==> src/rtl/rc_pkg.sv <==
`timescale 1ns/1ps
// Shared defaults for the syndrome history reconfiguration controller.
// Assumes a 4-section interleaved code with 5-bit per-section syndromes.
package rc_pkg;
    localparam int RC_NUM_SEC   = 4;   // interleaving sections
    localparam int RC_SEG_W     = 5;   // syndrome bits per section
    localparam int RC_DEPTH     = 3;   // history entries compared
    localparam int RC_NUM_WIRES = 21;  // wires per section (data + check)
endpackage

==> src/rtl/rc_history.sv <==
`timescale 1ns/1ps
// Ring of DEPTH syndrome entries with per-section clearing.
// Assumes: a write and a clear in the same cycle are both applied, and the
// clear wins for the cleared section's segment in every entry.
module rc_history #(
    parameter int NUM_SEC = 4,
    parameter int SEG_W   = 5,
    parameter int DEPTH   = 3,
    localparam int SYN_W  = NUM_SEC * SEG_W,
    localparam int SEC_W  = (NUM_SEC > 1) ? $clog2(NUM_SEC) : 1,
    localparam int PTR_W  = (DEPTH > 1) ? $clog2(DEPTH) : 1
) (
    input  logic                   clk,
    input  logic                   rst_n,
    input  logic                   wr_en,
    input  logic [SYN_W-1:0]       wr_data,
    input  logic                   clr_en,
    input  logic [SEC_W-1:0]       clr_sec,
    output logic [DEPTH*SYN_W-1:0] hist_flat
);
    localparam logic [PTR_W-1:0] LAST = PTR_W'(DEPTH - 1);

    logic [SYN_W-1:0] mem [DEPTH];
    logic [PTR_W-1:0] wptr;

    // Purpose: record syndromes round-robin and wipe a steered section.
    always_ff @(posedge clk) begin
        if (!rst_n) begin
            wptr <= '0;
            for (int d = 0; d < DEPTH; d++) mem[d] <= '0;
        end else begin
            if (wr_en) begin
                mem[wptr] <= wr_data;
                wptr      <= (wptr == LAST) ? '0 : wptr + 1'b1;
            end
            if (clr_en) begin
                for (int d = 0; d < DEPTH; d++) begin
                    for (int s = 0; s < NUM_SEC; s++) begin
                        if (clr_sec == SEC_W'(s)) mem[d][s*SEG_W +: SEG_W] <= '0;
                    end
                end
            end
        end
    end

    // Purpose: expose the ring as one flat vector, entry d at slice d.
    generate
        for (genvar d = 0; d < DEPTH; d++) begin : g_flat
            assign hist_flat[d*SYN_W +: SYN_W] = mem[d];
        end
    endgenerate
endmodule

==> src/rtl/rc_section_judge.sv <==
`timescale 1ns/1ps
// Judges one section: repeated nonzero fault, all-zero history, and the
// wire location its segment names. Assumes the single-error code maps
// syndrome value v (1..NUM_WIRES) to wire v; other values name no wire.
module rc_section_judge #(
    parameter int SEG_W     = 5,
    parameter int DEPTH     = 3,
    parameter int NUM_WIRES = 21
) (
    input  logic [DEPTH*SEG_W-1:0] segs,
    input  logic                   used,
    output logic                   flag,
    output logic                   zero,
    output logic                   cand,
    output logic [SEG_W-1:0]       loc
);
    localparam logic [SEG_W-1:0] MAXLOC = SEG_W'(NUM_WIRES);

    logic [SEG_W-1:0] head;
    logic             same;

    assign head = segs[0 +: SEG_W];

    // Purpose: compare every stored copy against the newest-independent head.
    always_comb begin
        same = 1'b1;
        zero = 1'b1;
        for (int d = 0; d < DEPTH; d++) begin
            if (segs[d*SEG_W +: SEG_W] != head) same = 1'b0;
            if (segs[d*SEG_W +: SEG_W] != '0)   zero = 1'b0;
        end
    end

    // Purpose: decode location and decide whether this section may be steered.
    always_comb begin
        flag = same && (head != '0);
        loc  = ((head != '0) && (head <= MAXLOC)) ? head : '0;
        cand = flag && !used && (loc != '0);
    end
endmodule

==> src/rtl/rc_prio_arb.sv <==
`timescale 1ns/1ps
// Fixed-priority pick: lowest requesting index wins.
// Assumes requests are held by their owners until served.
module rc_prio_arb #(
    parameter int N     = 4,
    localparam int IDX_W = (N > 1) ? $clog2(N) : 1
) (
    input  logic [N-1:0]     req,
    output logic             any,
    output logic [IDX_W-1:0] idx
);
    // Purpose: scan from the top so the lowest set index is left in idx.
    always_comb begin
        any = |req;
        idx = '0;
        for (int i = N - 1; i >= 0; i--) begin
            if (req[i]) idx = IDX_W'(i);
        end
    end
endmodule

==> src/rtl/syn_reconf_ctrl.sv <==
`timescale 1ns/1ps
// Syndrome history reconfiguration controller (top).
// Records syndromes, detects lasting per-section faults, and presents one
// steering vector at a time, spending each section's spare at most once.
// Assumes vec_ack is only meaningful while vec_valid is high.
module syn_reconf_ctrl
    import rc_pkg::*;
#(
    parameter int NUM_SEC   = RC_NUM_SEC,
    parameter int SEG_W     = RC_SEG_W,
    parameter int DEPTH     = RC_DEPTH,
    parameter int NUM_WIRES = RC_NUM_WIRES,
    localparam int SYN_W    = NUM_SEC * SEG_W,
    localparam int SEC_W    = (NUM_SEC > 1) ? $clog2(NUM_SEC) : 1,
    localparam int VEC_W    = SEC_W + SEG_W
) (
    input  logic             clk,
    input  logic             rst_n,
    input  logic             split_mode,
    input  logic             syn_valid,
    input  logic [SYN_W-1:0] syn_in,
    input  logic             vec_ack,
    output logic             vec_valid,
    output logic [VEC_W-1:0] vec_out,
    output logic             perm_err,
    output logic             hist_zero
);
    logic                   wr_en;
    logic [DEPTH*SYN_W-1:0] hist_flat;
    logic [NUM_SEC-1:0]     sec_flag;
    logic [NUM_SEC-1:0]     sec_zero;
    logic [NUM_SEC-1:0]     sec_cand;
    logic [NUM_SEC-1:0]     spare_used;
    logic [SEG_W-1:0]       sec_loc [NUM_SEC];
    logic                   cand_any;
    logic [SEC_W-1:0]       win_idx;
    logic                   issue;
    logic                   vec_valid_q;
    logic [VEC_W-1:0]       vec_q;

    // Purpose: zero syndromes are history only while in split mode.
    assign wr_en = syn_valid && (split_mode || (syn_in != '0));

    rc_history #(
        .NUM_SEC (NUM_SEC),
        .SEG_W   (SEG_W),
        .DEPTH   (DEPTH)
    ) u_hist (
        .clk       (clk),
        .rst_n     (rst_n),
        .wr_en     (wr_en),
        .wr_data   (syn_in),
        .clr_en    (issue),
        .clr_sec   (win_idx),
        .hist_flat (hist_flat)
    );

    // Purpose: one judge per section over its segment in every entry.
    generate
        for (genvar s = 0; s < NUM_SEC; s++) begin : g_sec
            logic [DEPTH*SEG_W-1:0] segs;
            for (genvar d = 0; d < DEPTH; d++) begin : g_seg
                assign segs[d*SEG_W +: SEG_W] = hist_flat[d*SYN_W + s*SEG_W +: SEG_W];
            end
            rc_section_judge #(
                .SEG_W     (SEG_W),
                .DEPTH     (DEPTH),
                .NUM_WIRES (NUM_WIRES)
            ) u_judge (
                .segs (segs),
                .used (spare_used[s]),
                .flag (sec_flag[s]),
                .zero (sec_zero[s]),
                .cand (sec_cand[s]),
                .loc  (sec_loc[s])
            );
        end
    endgenerate

    rc_prio_arb #(
        .N (NUM_SEC)
    ) u_arb (
        .req (sec_cand),
        .any (cand_any),
        .idx (win_idx)
    );

    // Purpose: start a new vector only when none is outstanding.
    assign issue = !vec_valid_q && cand_any;

    // Purpose: hold the presented vector and the per-section spare flags.
    always_ff @(posedge clk) begin
        if (!rst_n) begin
            vec_valid_q <= 1'b0;
            vec_q       <= '0;
            spare_used  <= '0;
        end else if (issue) begin
            vec_valid_q         <= 1'b1;
            vec_q               <= {win_idx, sec_loc[win_idx]};
            spare_used[win_idx] <= 1'b1;
        end else if (vec_valid_q && vec_ack) begin
            vec_valid_q <= 1'b0;
        end
    end

    assign vec_valid = vec_valid_q;
    assign vec_out   = vec_q;
    assign perm_err  = |sec_flag;
    assign hist_zero = &sec_zero;
endmodule

==> config.mk <==
export PLATFORM = sky130hd
export DESIGN_NAME = syn_reconf_ctrl
export DESIGN_NICKNAME = d
export VERILOG_FILES = /design/src/rtl/rc_pkg.sv /design/src/rtl/rc_history.sv /design/src/rtl/rc_section_judge.sv /design/src/rtl/rc_prio_arb.sv /design/src/rtl/syn_reconf_ctrl.sv
export SDC_FILE = /design/constraint.sdc
export NUM_CORES = 1
export LEC_CHECK = 0
export BUFFER_PORTS_ARGS = -buffer_cell sky130_fd_sc_hd__clkbuf_2
export CORE_MARGIN = 2
export CORE_UTILIZATION = 31
export CTS_BUF_LIST = sky130_fd_sc_hd__clkbuf_8
export CTS_CLUSTER_DIAMETER = 100
export DETAILED_ROUTE_END_ITERATION = 8
export PLACE_DENSITY_LB_ADDON = 0.12
export REMOVE_ABC_BUFFERS = 1
export SLEW_MARGIN = 15
export SYNTH_ARGS = -nofsm -noshare
export SYNTH_HDL_FRONTEND = slang
export SYNTH_SLANG_ARGS = --single-unit
==> constraint.sdc <==
create_clock -name clk -period 4.1 [get_ports clk]
set_input_delay 0.82 -clock clk [delete_from_list [all_inputs] [get_ports clk]]
set_output_delay 0.82 -clock clk [all_outputs]
set_load 0.05 [all_outputs]
# Word-level counts from Yosys, hierarchy flattened
# Memories as Yosys holds them, arrays and structs flattened.
# Index checks and enable logic that the tools add are counted.
# Widths: inputs -> output; s select.
word_totals:
  input_bits: 25
  wordCells: 302
  rom_bits: 0
  mem_count: 1
  ram_bits: 60
  latchBits: 0
  reg_bits: 14
memory_table:
  columns: ["name", "depth", "word_bits", "rd", "rd_clocked_by_memory_dff", "wr", "line", "rtl"]
  rows:
  - ["u_hist.mem", 3, 20, 3, 0, 4, "rc_history.sv:23", "logic [SYN_W-1:0] mem [DEPTH];"]
classes:
  div_mod_pow: 0
  bitwise: 149
  magnitude_cmp: 7
  mul: 0
  mux: 68
  reduce_logical: 48
  n_eq_ne: 24
  shifts: 0
  add_sub_neg: 1
op_table:
  columns: ["operator", "count"]
  rows:
  - ["$mux 5", 18]
  - ["$reduce_bool 5->1", 16]
  - ["$and 1x1->1", 57]
  - ["$not 1->1", 45]
  - ["$mux 1", 43]
  - ["$ne 5x5->1", 8]
  - ["$and 1x1->1 const B", 33]
  - ["$eq 2x2->1 const B", 15]
  - ["$le 5x5->1 const B", 4]
  - ["$logic_and 1x1->1", 20]
  - ["$reduce_bool 20->1", 1]
  - ["$or 1x1->1", 12]
  - ["$bmux 5 s2", 1]
  - ["$mux 2", 5]
  - ["$reduce_or 4->1", 2]
  - ["$logic_not 1->1", 5]
  - ["$or 4x4->4", 1]
  - ["$reduce_and 4->1", 1]
  - ["$ge 3x3->1 const B", 1]
  - ["$lt 2x3->1 const B", 1]
  - ["$not 2->3", 1]
  - ["$add 2x1->2 const B", 1]
  - ["$demux 1 s2", 1]
  - ["$eq 2x1->1 const B", 1]
  - ["other kinds (4)", 4]

# Depth between registers and ports, before layout
# An unclocked memory read counts as a cell.
depth:
  depth_word: 30
  mapped_depth: 9

# Modules after synthesis
# Synthesis repeated with hierarchy kept, for this count alone.
unflattened:
  cells_unflattened: 397
  area_unflattened_um2: 4007.6
by_module_without_submodules:
  columns: ["module", "instances", "area_each_um2", "cells_per_inst"]
  rows:
  - ["rc_history", 1, 2590.0, 202]
  - ["rc_section_judge", 4, 191.4, 31]
  - ["syn_reconf_ctrl", 1, 616.8, 64]
  - ["rc_prio_arb", 1, 35.0, 7]

# Least setup slack after synthesis
# Ideal clock, no wire load.
synth_path:
  kind: "flip-flop to output port"
  start: "memory u_hist.mem[0][12] in the netlist's numbering"
  end: "output port hist_zero"
  path_slack_ns: 0.932
  arrival_time_ns: 2.348
  n_path_buf: 0
  path_stages_with_launch: 5
  cell_sequence: "edfxtp_1 > or4_1 > nor4_1 > nand3_1 > nor3_1"
synth_rtl:
  columns: ["element", "line", "rtl"]
  rows:
  - ["from (decl)", "rc_history.sv:23", null]
  - ["to (decl)", "syn_reconf_ctrl.sv:26", "output logic hist_zero"]

==> results_dict.tcl <==
set metrics [dict create \
    crit_chain "or4_1 -> nor4_1 -> nand3_1 -> nor3_1 -> clkbuf_2" \
    vias 3115 \
    maxSlewViolCount 0 \
    finClkSkew_ns 0.00919 \
    cts_tree "yes" \
    drtIter0Drc 239 \
    synth_cells 395 \
    viasPerCell 5.16 \
    ys_seq_area_share_pct 48.3 \
    clock_path_buffers 2 \
    netlist_area_mm2 0.00400 \
    crit_family "simple AND/OR/NAND/NOR gates" \
    max_cap_viol_count 0 \
    critPathBufInv 1 \
    cpPeakStageDelay_ns 0.62 \
    drc 0 \
    clkTransAtPathRegs_ns 0.08 \
    grt_remaining_overflow 0 \
    arrival_ns 2.66 \
    initial_core_util_pct 31.7 \
    htree_levels 3 \
    r2r_cells 7 \
    gp_congestion 0.866 \
    setup_violations 0 \
    grt_max_degree 16 \
    num_antenna_cells 0 \
    post-place-ws_ns 0.857 \
    end_kind "primary output" \
    synthFlopType "edfxtp_1" \
    placementRows 41 \
    area_growth_pct 12.4 \
    synthDistinctLibCells 58 \
    synth_edf_count 45 \
    cp_slowest_cell "or4_1" \
    start_kind "flip-flop" \
    finalNonFillerCells 604 \
    critical_path.max_fanout 5 \
    timing.rr.start "u_hist.mem[0][9]" \
    drive_above_1_share_pct 13.9 \
    tns_ns 0 \
    worstPathRequired_ns 3.28 \
    wl_per_cell_um 18.0 \
    crit_path_start "u_hist.mem[0][16]" \
    grt_pass1_vias 3145 \
    power.density_mw_per_mm2 356 \
    period_share_pct 84.8 \
    utilization_pct 35.6 \
    coreArea_mm2 0.0126 \
    cp.depth 5 \
    ant_nets 0 \
    dpl.cell_count 589 \
    fin_area_mm2 0.00449 \
    die_x_um 118 \
    status "complete, no violations" \
    min_from "spare_used[0]" \
    grt_pass1_wl_mm 17.4 \
    io_buffers 34 \
    hold_slack_ns 0.474 \
    ctsRootBufferMaster "clkbuf_8" \
    fp.dieH_um 118 \
    fin_ws_ns 0.623 \
    criticalPathCategory "reg2out" \
    ctsResizeCount 0 \
    cts_sinks 74 \
    power_mw 1.60 \
    cts_buffers 9 \
    clk_latency_ns 0.36 \
    tightest_slew_ns 1.05 \
    ys_seq_elements 74 \
    ys_warn_count 0 \
    hp-class "reg2reg" \
    postCtsSetupRepairBufs 0 \
    p_leak_nw 1.75 \
    multi_input_area_mm2 0.00195 \
    rsz0062_at_grt "false" \
    placed_area_mm2 0.00433 \
    seqCellArea_mm2 0.00193 \
    ir_drop_mv 0.139 \
    wirelength_mm 10.8 \
    dieArea_mm2 0.0138 \
    synth_area_per_cell_um2 10.1 \
    fin_crit_ns 3.48 \
    slew_headroom_pct 29.7 \
    cts_hold_buf 0 \
    whs_path_depth 1 \
    antenna_found_initial 0 \
    hold_viol 0 \
    nNetsFinal 453 \
    rrSetupSlack_ns 1.20 \
    dp_hpwl_mm 8.46 \
    fmax_mhz 288 \
    fillers 1332 \
    grt_util_all_layers_pct 16.5 \
    ios 35 \
    first_pass_iters 4 \
    synthArstFlopShare_pct 0 \
]
state kept, by name, summed over array words and instances (netlist names):
register / count
u_hist.mem: 60
u_hist.wptr: 2
vec_valid: 1
spare_used: 4
vec_out: 7
cell usage after synthesis (all sizes together), types with 8 or more instances:
cell type  count  area, um^2
edfxtp        45        1350
and2          43         269
dfxtp         29         581
nor2          26         105
xnor2         22         193
nand3         20         100
nor4          19         125
nor3          16        91.3
o21ai         15        75.1
inv           13        48.8
mux2i         12         120
nor2b         12        75.1
a21oi         10        50.1
nand2         10        37.5
nand4         10        62.6
buf            8        45.0
routing by layer:
layer  share of wire (%)  GRT usage (%)  vias up  routed length, um
li1                    -              -     1542                  -
met1                  50           22.9     1488               5470
met2                  44           25.2       70               4820
met3                 3.3           3.15       15                361
met4                 1.8           6.78        0                198
met5                   0              0        -                  0
placed cells by master (no fill, tap or decap), drive strengths merged, types with 2 or more instances in the layout:
cell	Yosys	layout
a21boi	2	2
a21o	3	3
a21oi	10	10
a22oi	2	2
a2bb2oi	2	2
a31oi	4	4
a41oi	2	2
and2	43	43
and3	5	5
and4	4	4
clkbuf	5	45
dfxtp	29	29
edfxtp	45	45
inv	13	17
mux2i	12	12
nand2	10	10
nand2b	6	6
nand3	20	20
nand3b	2	2
nand4	10	10
nand4b	2	2
nor2	26	26
nor2b	12	12
nor3	16	16
nor3b	3	3
nor4	19	19
o211ai	5	5
o21a	6	6
o21ai	15	15
o22ai	2	2
o31ai	2	2
or2	3	3
or3	7	7
or4	7	7
xnor2	22	22
cell families after synthesis:
logic type,count (synthesis),synth area share [%]
buffers and inverters,26,2.82
XOR/XNOR,22,4.82
flip-flops,74,48.3
multiplexers,12,3.00
AND/OR/NAND/NOR,198,30.0
AO/OA/AOI/OAI,63,11.1
worst paths after layout:
path / to
worst min register to register: spare_used[0]
worst max register to register: u_hist.mem[1][6]
worst min-delay path: spare_used[0]
worst max-delay path: hist_zero
power by group:
part | switching, mW | internal [mW] | leakage [nW]
Sequential | 0.0523 | 0.833 | 0.705
Combinational | 0.124 | 0.0839 | 0.947
Clock | 0.267 | 0.241 | 0.100
Total | 0.443 | 1.16 | 1.75
cell type report:
class,count,share of cell area [%]
inverters,13,1.09
clock inverters,4,0.334
clock buffers,11,3.37
well taps,172,4.79
flip-flops and latches,74,43.0
multi-input cells,295,43.5
repair buffers,35,3.95
Note: power is estimated with default switching activity, not from simulation.
